[config.mk]
export PLATFORM = sky130hd
export DESIGN_NAME = nest_irq_ctrl
export DESIGN_NICKNAME = d
export VERILOG_FILES = /design/src/rtl/nic_pkg.sv /design/src/rtl/nic_prio_pick.sv /design/src/rtl/nic_addr_dec.sv /design/src/rtl/nest_irq_ctrl.sv
export SDC_FILE = /design/constraint.sdc
export NUM_CORES = 1
export LEC_CHECK = 0
export BUFFER_PORTS_ARGS = -buffer_cell sky130_fd_sc_hd__buf_2
export CORE_ASPECT_RATIO = 1.2
export CORE_MARGIN = 4
export CORE_UTILIZATION = 30
export DETAILED_ROUTE_END_ITERATION = 12
export HOLD_SLACK_MARGIN = 0.12
export SYNTH_ARGS = -nofsm -noshare
export SYNTH_HDL_FRONTEND = slang
export SYNTH_SLANG_ARGS = --single-unit
[constraint.sdc]
create_clock -name clk -period 6.1 [get_ports clk]
set_input_delay 0.305 -clock clk [delete_from_list [all_inputs] [get_ports clk]]
set_output_delay 0.305 -clock clk [all_outputs]
set_load 0.02 [all_outputs]
[src/rtl/nic_pkg.sv]
package nic_pkg;

    typedef enum logic [2:0] {
        SEL_NONE,
        SEL_WAIT,
        SEL_WAIT_SET,
        SEL_WAIT_CLR,
        SEL_ENABLE,
        SEL_SVC,
        SEL_SVC_SET,
        SEL_SVC_CLR
    } reg_sel_e;

endpackage

[src/rtl/nic_prio_pick.sv]
module nic_prio_pick #(
    parameter int N_SRC = 5,
    localparam int ID_W = (N_SRC > 1) ? $clog2(N_SRC) : 1
) (
    input  logic [N_SRC-1:0] vec,
    output logic             any,
    output logic [ID_W-1:0]  idx
);

    // Highest set bit wins: later iterations override earlier ones.
    always_comb begin
        any = 1'b0;
        idx = '0;
        for (int i = 0; i < N_SRC; i++) begin
            if (vec[i]) begin
                any = 1'b1;
                idx = ID_W'(i);
            end
        end
    end

endmodule

[src/rtl/nic_addr_dec.sv]
module nic_addr_dec
    import nic_pkg::*;
#(
    parameter int ADDR_W = 9,
    parameter logic [ADDR_W-1:0] OFS_WAIT   = 9'h080,
    parameter logic [ADDR_W-1:0] OFS_ENABLE = 9'h0C0,
    parameter logic [ADDR_W-1:0] OFS_SVC    = 9'h100
) (
    input  logic [ADDR_W-1:0] addr,
    output reg_sel_e          sel
);

    always_comb begin
        sel = SEL_NONE;
        if      (addr == OFS_WAIT)              sel = SEL_WAIT;
        else if (addr == OFS_WAIT + ADDR_W'(4)) sel = SEL_WAIT_SET;
        else if (addr == OFS_WAIT + ADDR_W'(8)) sel = SEL_WAIT_CLR;
        else if (addr == OFS_ENABLE)            sel = SEL_ENABLE;
        else if (addr == OFS_SVC)               sel = SEL_SVC;
        else if (addr == OFS_SVC + ADDR_W'(4))  sel = SEL_SVC_SET;
        else if (addr == OFS_SVC + ADDR_W'(8))  sel = SEL_SVC_CLR;
    end

endmodule

[src/rtl/nest_irq_ctrl.sv]
module nest_irq_ctrl
    import nic_pkg::*;
#(
    parameter int N_SRC  = 5,
    parameter int ADDR_W = 9,
    parameter int DATA_W = 32,
    localparam int ID_W  = (N_SRC > 1) ? $clog2(N_SRC) : 1
) (
    input  logic              clk,
    input  logic              rst_n,
    input  logic [N_SRC-1:0]  irq_in,
    input  logic              bus_we,
    input  logic [ADDR_W-1:0] bus_addr,
    input  logic [N_SRC-1:0]  bus_wdata,
    output logic [DATA_W-1:0] bus_rdata,
    input  logic              hs_start,
    input  logic              hs_ret,
    output logic              cpu_req,
    output logic [ID_W-1:0]   taken_id
);

    typedef struct packed {
        logic [N_SRC-1:0] wait_r;
        logic [N_SRC-1:0] en_r;
        logic [N_SRC-1:0] svc_r;
        logic [N_SRC-1:0] line_prev;
        logic [ID_W-1:0]  taken;
    } state_t;

    state_t st_d, st_q;

    reg_sel_e         sel;
    logic [N_SRC-1:0] eligible;
    logic [N_SRC-1:0] line_rise;
    logic             elig_any, svc_any;
    logic [ID_W-1:0]  win_idx, svc_top;

    nic_addr_dec #(.ADDR_W(ADDR_W)) u_dec (
        .addr (bus_addr),
        .sel  (sel)
    );

    assign eligible  = st_q.wait_r & st_q.en_r;
    assign line_rise = irq_in & ~st_q.line_prev;

    nic_prio_pick #(.N_SRC(N_SRC)) u_pick_wait (
        .vec (eligible),
        .any (elig_any),
        .idx (win_idx)
    );

    nic_prio_pick #(.N_SRC(N_SRC)) u_pick_svc (
        .vec (st_q.svc_r),
        .any (svc_any),
        .idx (svc_top)
    );

    assign cpu_req  = elig_any && (!svc_any || (win_idx > svc_top));
    assign taken_id = st_q.taken;

    always_comb begin
        bus_rdata = '0;
        unique case (sel)
            SEL_WAIT, SEL_WAIT_SET, SEL_WAIT_CLR:
                bus_rdata[N_SRC-1:0] = st_q.wait_r;
            SEL_ENABLE:
                bus_rdata[N_SRC-1:0] = st_q.en_r;
            SEL_SVC, SEL_SVC_SET, SEL_SVC_CLR:
                bus_rdata[N_SRC-1:0] = st_q.svc_r;
            default: ;
        endcase
    end

    always_comb begin
        st_d = st_q;
        st_d.line_prev = irq_in;
        // Software access first.
        if (bus_we) begin
            unique case (sel)
                SEL_WAIT:     st_d.wait_r = bus_wdata;
                SEL_WAIT_SET: st_d.wait_r = st_q.wait_r | bus_wdata;
                SEL_WAIT_CLR: st_d.wait_r = st_q.wait_r & ~bus_wdata;
                SEL_ENABLE:   st_d.en_r   = bus_wdata;
                SEL_SVC:      st_d.svc_r  = bus_wdata;
                SEL_SVC_SET:  st_d.svc_r  = st_q.svc_r | bus_wdata;
                SEL_SVC_CLR:  st_d.svc_r  = st_q.svc_r & ~bus_wdata;
                default: ;
            endcase
        end
        // Return retires the most urgent handler in service.
        if (hs_ret && svc_any) begin
            st_d.svc_r[svc_top] = 1'b0;
        end
        // Handler start moves the winner into service.
        if (hs_start && cpu_req) begin
            st_d.svc_r[win_idx]  = 1'b1;
            st_d.wait_r[win_idx] = 1'b0;
            st_d.taken           = win_idx;
        end
        // Hardware edges win over any clear in the same cycle.
        st_d.wait_r = st_d.wait_r | line_rise;
    end

    always_ff @(posedge clk or negedge rst_n) begin
        if (!rst_n) st_q <= '0;
        else        st_q <= st_d;
    end

    // a request needs a waiting and enabled source.
    a_r5_req_needs_enabled: assert property (@(posedge clk) disable iff (!rst_n)
        cpu_req |-> ((st_q.wait_r & st_q.en_r) != '0));

    // a granted start lands the winner in service and reports it.
    a_r7_start_sets_svc: assert property (@(posedge clk) disable iff (!rst_n)
        (hs_start && cpu_req) |=> st_q.svc_r[$past(win_idx)]);

    a_r7_start_reports_id: assert property (@(posedge clk) disable iff (!rst_n)
        (hs_start && cpu_req) |=> (taken_id == $past(win_idx)));

    // a lone return removes exactly one in-service bit.
    a_r8_ret_clears_one: assert property (@(posedge clk) disable iff (!rst_n)
        (hs_ret && !hs_start && !bus_we && (st_q.svc_r != '0)) |=>
        ($countones(st_q.svc_r) == $countones($past(st_q.svc_r)) - 1));

    // an input edge always leaves its waiting bit set.
    for (genvar g = 0; g < N_SRC; g++) begin : g_edge_chk
        a_r9_edge_sets_wait: assert property (@(posedge clk) disable iff (!rst_n)
            (irq_in[g] && !st_q.line_prev[g]) |=> st_q.wait_r[g]);
    end

endmodule

==> flow_summary.json <==
{
  "antenna_left": 0,
  "cts_buffers": 3,
  "slew_violations": 0,
  "r2r-start": "st_q[21]$_DFF_PN0_",
  "min-delay-start": "irq_in[4]",
  "irDropWorstVdd_mv": 0.135,
  "cp-startpoint": "st_q[21]$_DFF_PN0_",
  "firstDrtPassIters": 4,
  "fp.dieW_um": 78.1,
  "leakagePower_nw": 0.894,
  "place_ws_ps": 3560,
  "start_util_pct": 31.2,
  "crit_required_ps": 5790,
  "status": "finished clean",
  "clkTransAtPathRegs_ps": 90,
  "drive_above_1_share_pct": 19.6,
  "synth_top_cell_by_area": "dfrtp_1",
  "setup.worst_path.end_class": "output pin",
  "hpwlAfterDp_mm": 3.51,
  "p_comb_share_pct": 40.5,
  "num_io_pins": 60,
  "fp-row-count": 30,
  "clkPwrFrac_pct": 18.4,
  "start_kind": "flip-flop",
  "setup_ws_ps": 3420,
  "clk_latency_ps": 270,
  "synth.top_cell.area_share_pct": 32.6,
  "setup_viol": 0,
  "worst_pin_slew_ps": 880,
  "path_class": "flip-flop to output pin",
  "num_vias": 1552,
  "final.setup_skew_ps": 9.75,
  "syn_inst": 210,
  "track_usage_pct": 12.9,
  "place_congestion": 0.833,
  "maxCapViolCount": 0,
  "synthTopCellsByArea": "dfrtp_1, buf_4, nand2_1",
  "critical_path.slowest_cell": "dfrtp_1",
  "synth_warnings": 0,
  "rsz0062_at_grt": "false",
  "switching_share_pct": 41.5,
  "fp.dieArea_um2": 7190,
  "max-clock-path-buffers": 2,
  "worstPathMaxFanout": 5,
  "grt_pass1_wl_mm": 7.54,
  "detail_route.wl_per_cell_um": 13.9,
  "routed.top_layer": "met4",
  "avgSynthCellArea_um2": 8.41,
  "met3WireLength_um": 303,
  "cp_top_family": "compound AO/OA/AOI/OAI gates",
  "die_h_um": 92.1,
  "route.met2.wl_mm": 2.25,
  "cts_max_level": 1,
  "diodes": 0,
  "route.detailed.drc": 0,
  "drtIter0Drc": 109,
  "rrSetupSlack_ps": 3510,
  "period_minus_slack_ps": 2680,
  "hold_viol_final": 0,
  "vias_per_cell": 4.85,
  "postLayoutCoreUtil_pct": 34.1,
  "root_buffer": "clkbuf_8",
  "antenna_found_initial": 0,
  "io_buffer_count": 32,
  "ys_ff_latch": 23,
  "cts_tree": "built",
  "fin_nets": 268,
  "p_per_area_nw_per_um2": 276,
  "hp-class": "primary input to flip-flop",
  "grt_pass1_vias": 1534,
  "synth.distinct_cells": 49,
  "period_share_pct": 44.0,
  "path_common_cell": "nor2_1",
  "grt_max_degree": 24,
  "switchingPower_uw": 221,
  "cp_cell_sequence": "and2_1 > a21oi_1 > nor2_1 > ha_1 > nand2_1 > o21ai_0 > a22oi_1 > nor2_1 > buf_2",
  "syn_area_um2": 1770,
  "crit_arrival_ps": 2380,
  "max_slew_margin_pct": 40.9,
  "yosysSeqAreaShare_pct": 32.6,
  "slowest_delay_ps": 410,
  "wl_met1_mm": 1.79,
  "finalSetupTns_ps": 0,
  "coreArea_um2": 5670,
  "p_int_uw": 312,
  "syn_to_final_growth_pct": 9.49,
  "overflow": 0,
  "critical_path_buf_inv_count": 1,
  "clock-sinks": 23,
  "seq_power_share_pct": 41.2,
  "max_freq_mhz": 373,
  "routed_wl_mm": 4.44
}
[logic make-up (layout without fill, tap and decap cells)]
| logic type | count (synthesis) | in the layout | synth area share [%] |
|---|---|---|---|
| xor+xnor | 5 | 5 | 2.48 |
| fa+ha+maj | 3 | 3 | 2.12 |
| buf+inv | 44 | 48 | 16.2 |
| simple gates | 75 | 75 | 22.5 |
| mux | 9 | 9 | 5.52 |
| compound gates | 50 | 50 | 18.3 |
| flops | 23 | 23 | 32.6 |
| other cells | 1 | 27 | 0.212 |
[stage by stage]
step,std cells,hold WS (ps),cell area (µm²),power [mW]
after floorplan,236,9.41,1860,0.398
after global placement,315,315,1880,0.434
after detailed placement,315,320,1880,0.438
after CTS,320,143,1930,0.536
after global routing,320,139,1930,0.582
final,320,144,1930,0.533
[power by group through the flow]
stage	Clock (mW)	Sequential (mW)	Combinational [mW]
final	0.0979	0.220	0.216
after detailed placement	0	0.222	0.216
after global routing	0.109	0.225	0.247
after CTS	0.0997	0.219	0.217
after floorplan	0	0.209	0.189
after global placement	0	0.221	0.212
[path summary, 6_finish.rpt]
| kind | to | cells past startpoint |
|---|---|---|
| setup / recovery | cpu_req | 9 |
| hold / removal | st_q[7]$_DFF_PN0_ | 1 |
| setup reg to reg | st_q[21]$_DFF_PN0_ | 9 |
| hold reg to reg | st_q[18]$_DFF_PN0_ | 1 |
| max in group asynchronous | st_q[16]$_DFFE_PN0P_ | 2 |
| min in group asynchronous | st_q[13]$_DFFE_PN0P_ | 2 |
[synth_stat cells (all sizes together)]
master    n
a211oi    4
ha        3
dfrtp    23
or4b      1
and3      1
buf      32
o21a      2
nor2     18
o211a     1
inv      11
a21oi    11
nor4      4
nand2b    2
or3       1
nor3b     1
a21boi    1
nor3      9
mux2i     3
o31a      1
o21ai    13
o32ai     1
or4       1
nor2b     3
a2bb2oi   3
nand2    18
a211o     1
nand4     3
mux2      6
nand3     5
clkbuf    1
conb      1
and2      2
a31oi     2
or2b      1
and4      1
o22ai     8
nor4b     1
xor2      4
o41ai     1
xnor2     1
nand4b    1
a22oi     1
and3b     2
[placed cells by master (no fill, tap or decap), types with 4 or more instances in the layout]
cell / n
buf_2: 32
a21oi_1: 11
nand2_1: 18
conb_1: 27
nor3_1: 9
o21ai_0: 12
o22ai_1: 8
mux2_2: 6
nand3_1: 5
dfrtp_1: 23
xor2_1: 4
inv_1: 11
nor2_1: 17
[final cells by class]
type,count,area [µm²]
Fill cell,617,3730
Multi-Input combinational cell,169,1000
Sequential cell,23,576
Timing Repair Buffer,33,170
Tap cell,80,100
Clock buffer,4,45.0
Inverter,11,41.3
[timing repair]
item	4_1_cts	5_1_grt
hold buffers	1	0
endpoints found under the hold margin	23	0
resized for setup	0	0
buffers inserted	0	0
[registers in the layout, indices dropped and copies added, names as in the netlist]
| signal | cells |
|---|---|
| st_q | 20 |
| taken_id | 3 |
[layer usage]
layer  GRT usage [%]  vias up
met3            3.05        6
met4            2.92        0
met2            22.8       56
li1                -      757
met1            15.6      733
met5               0        -
Power figures use the tool's default switching activity.
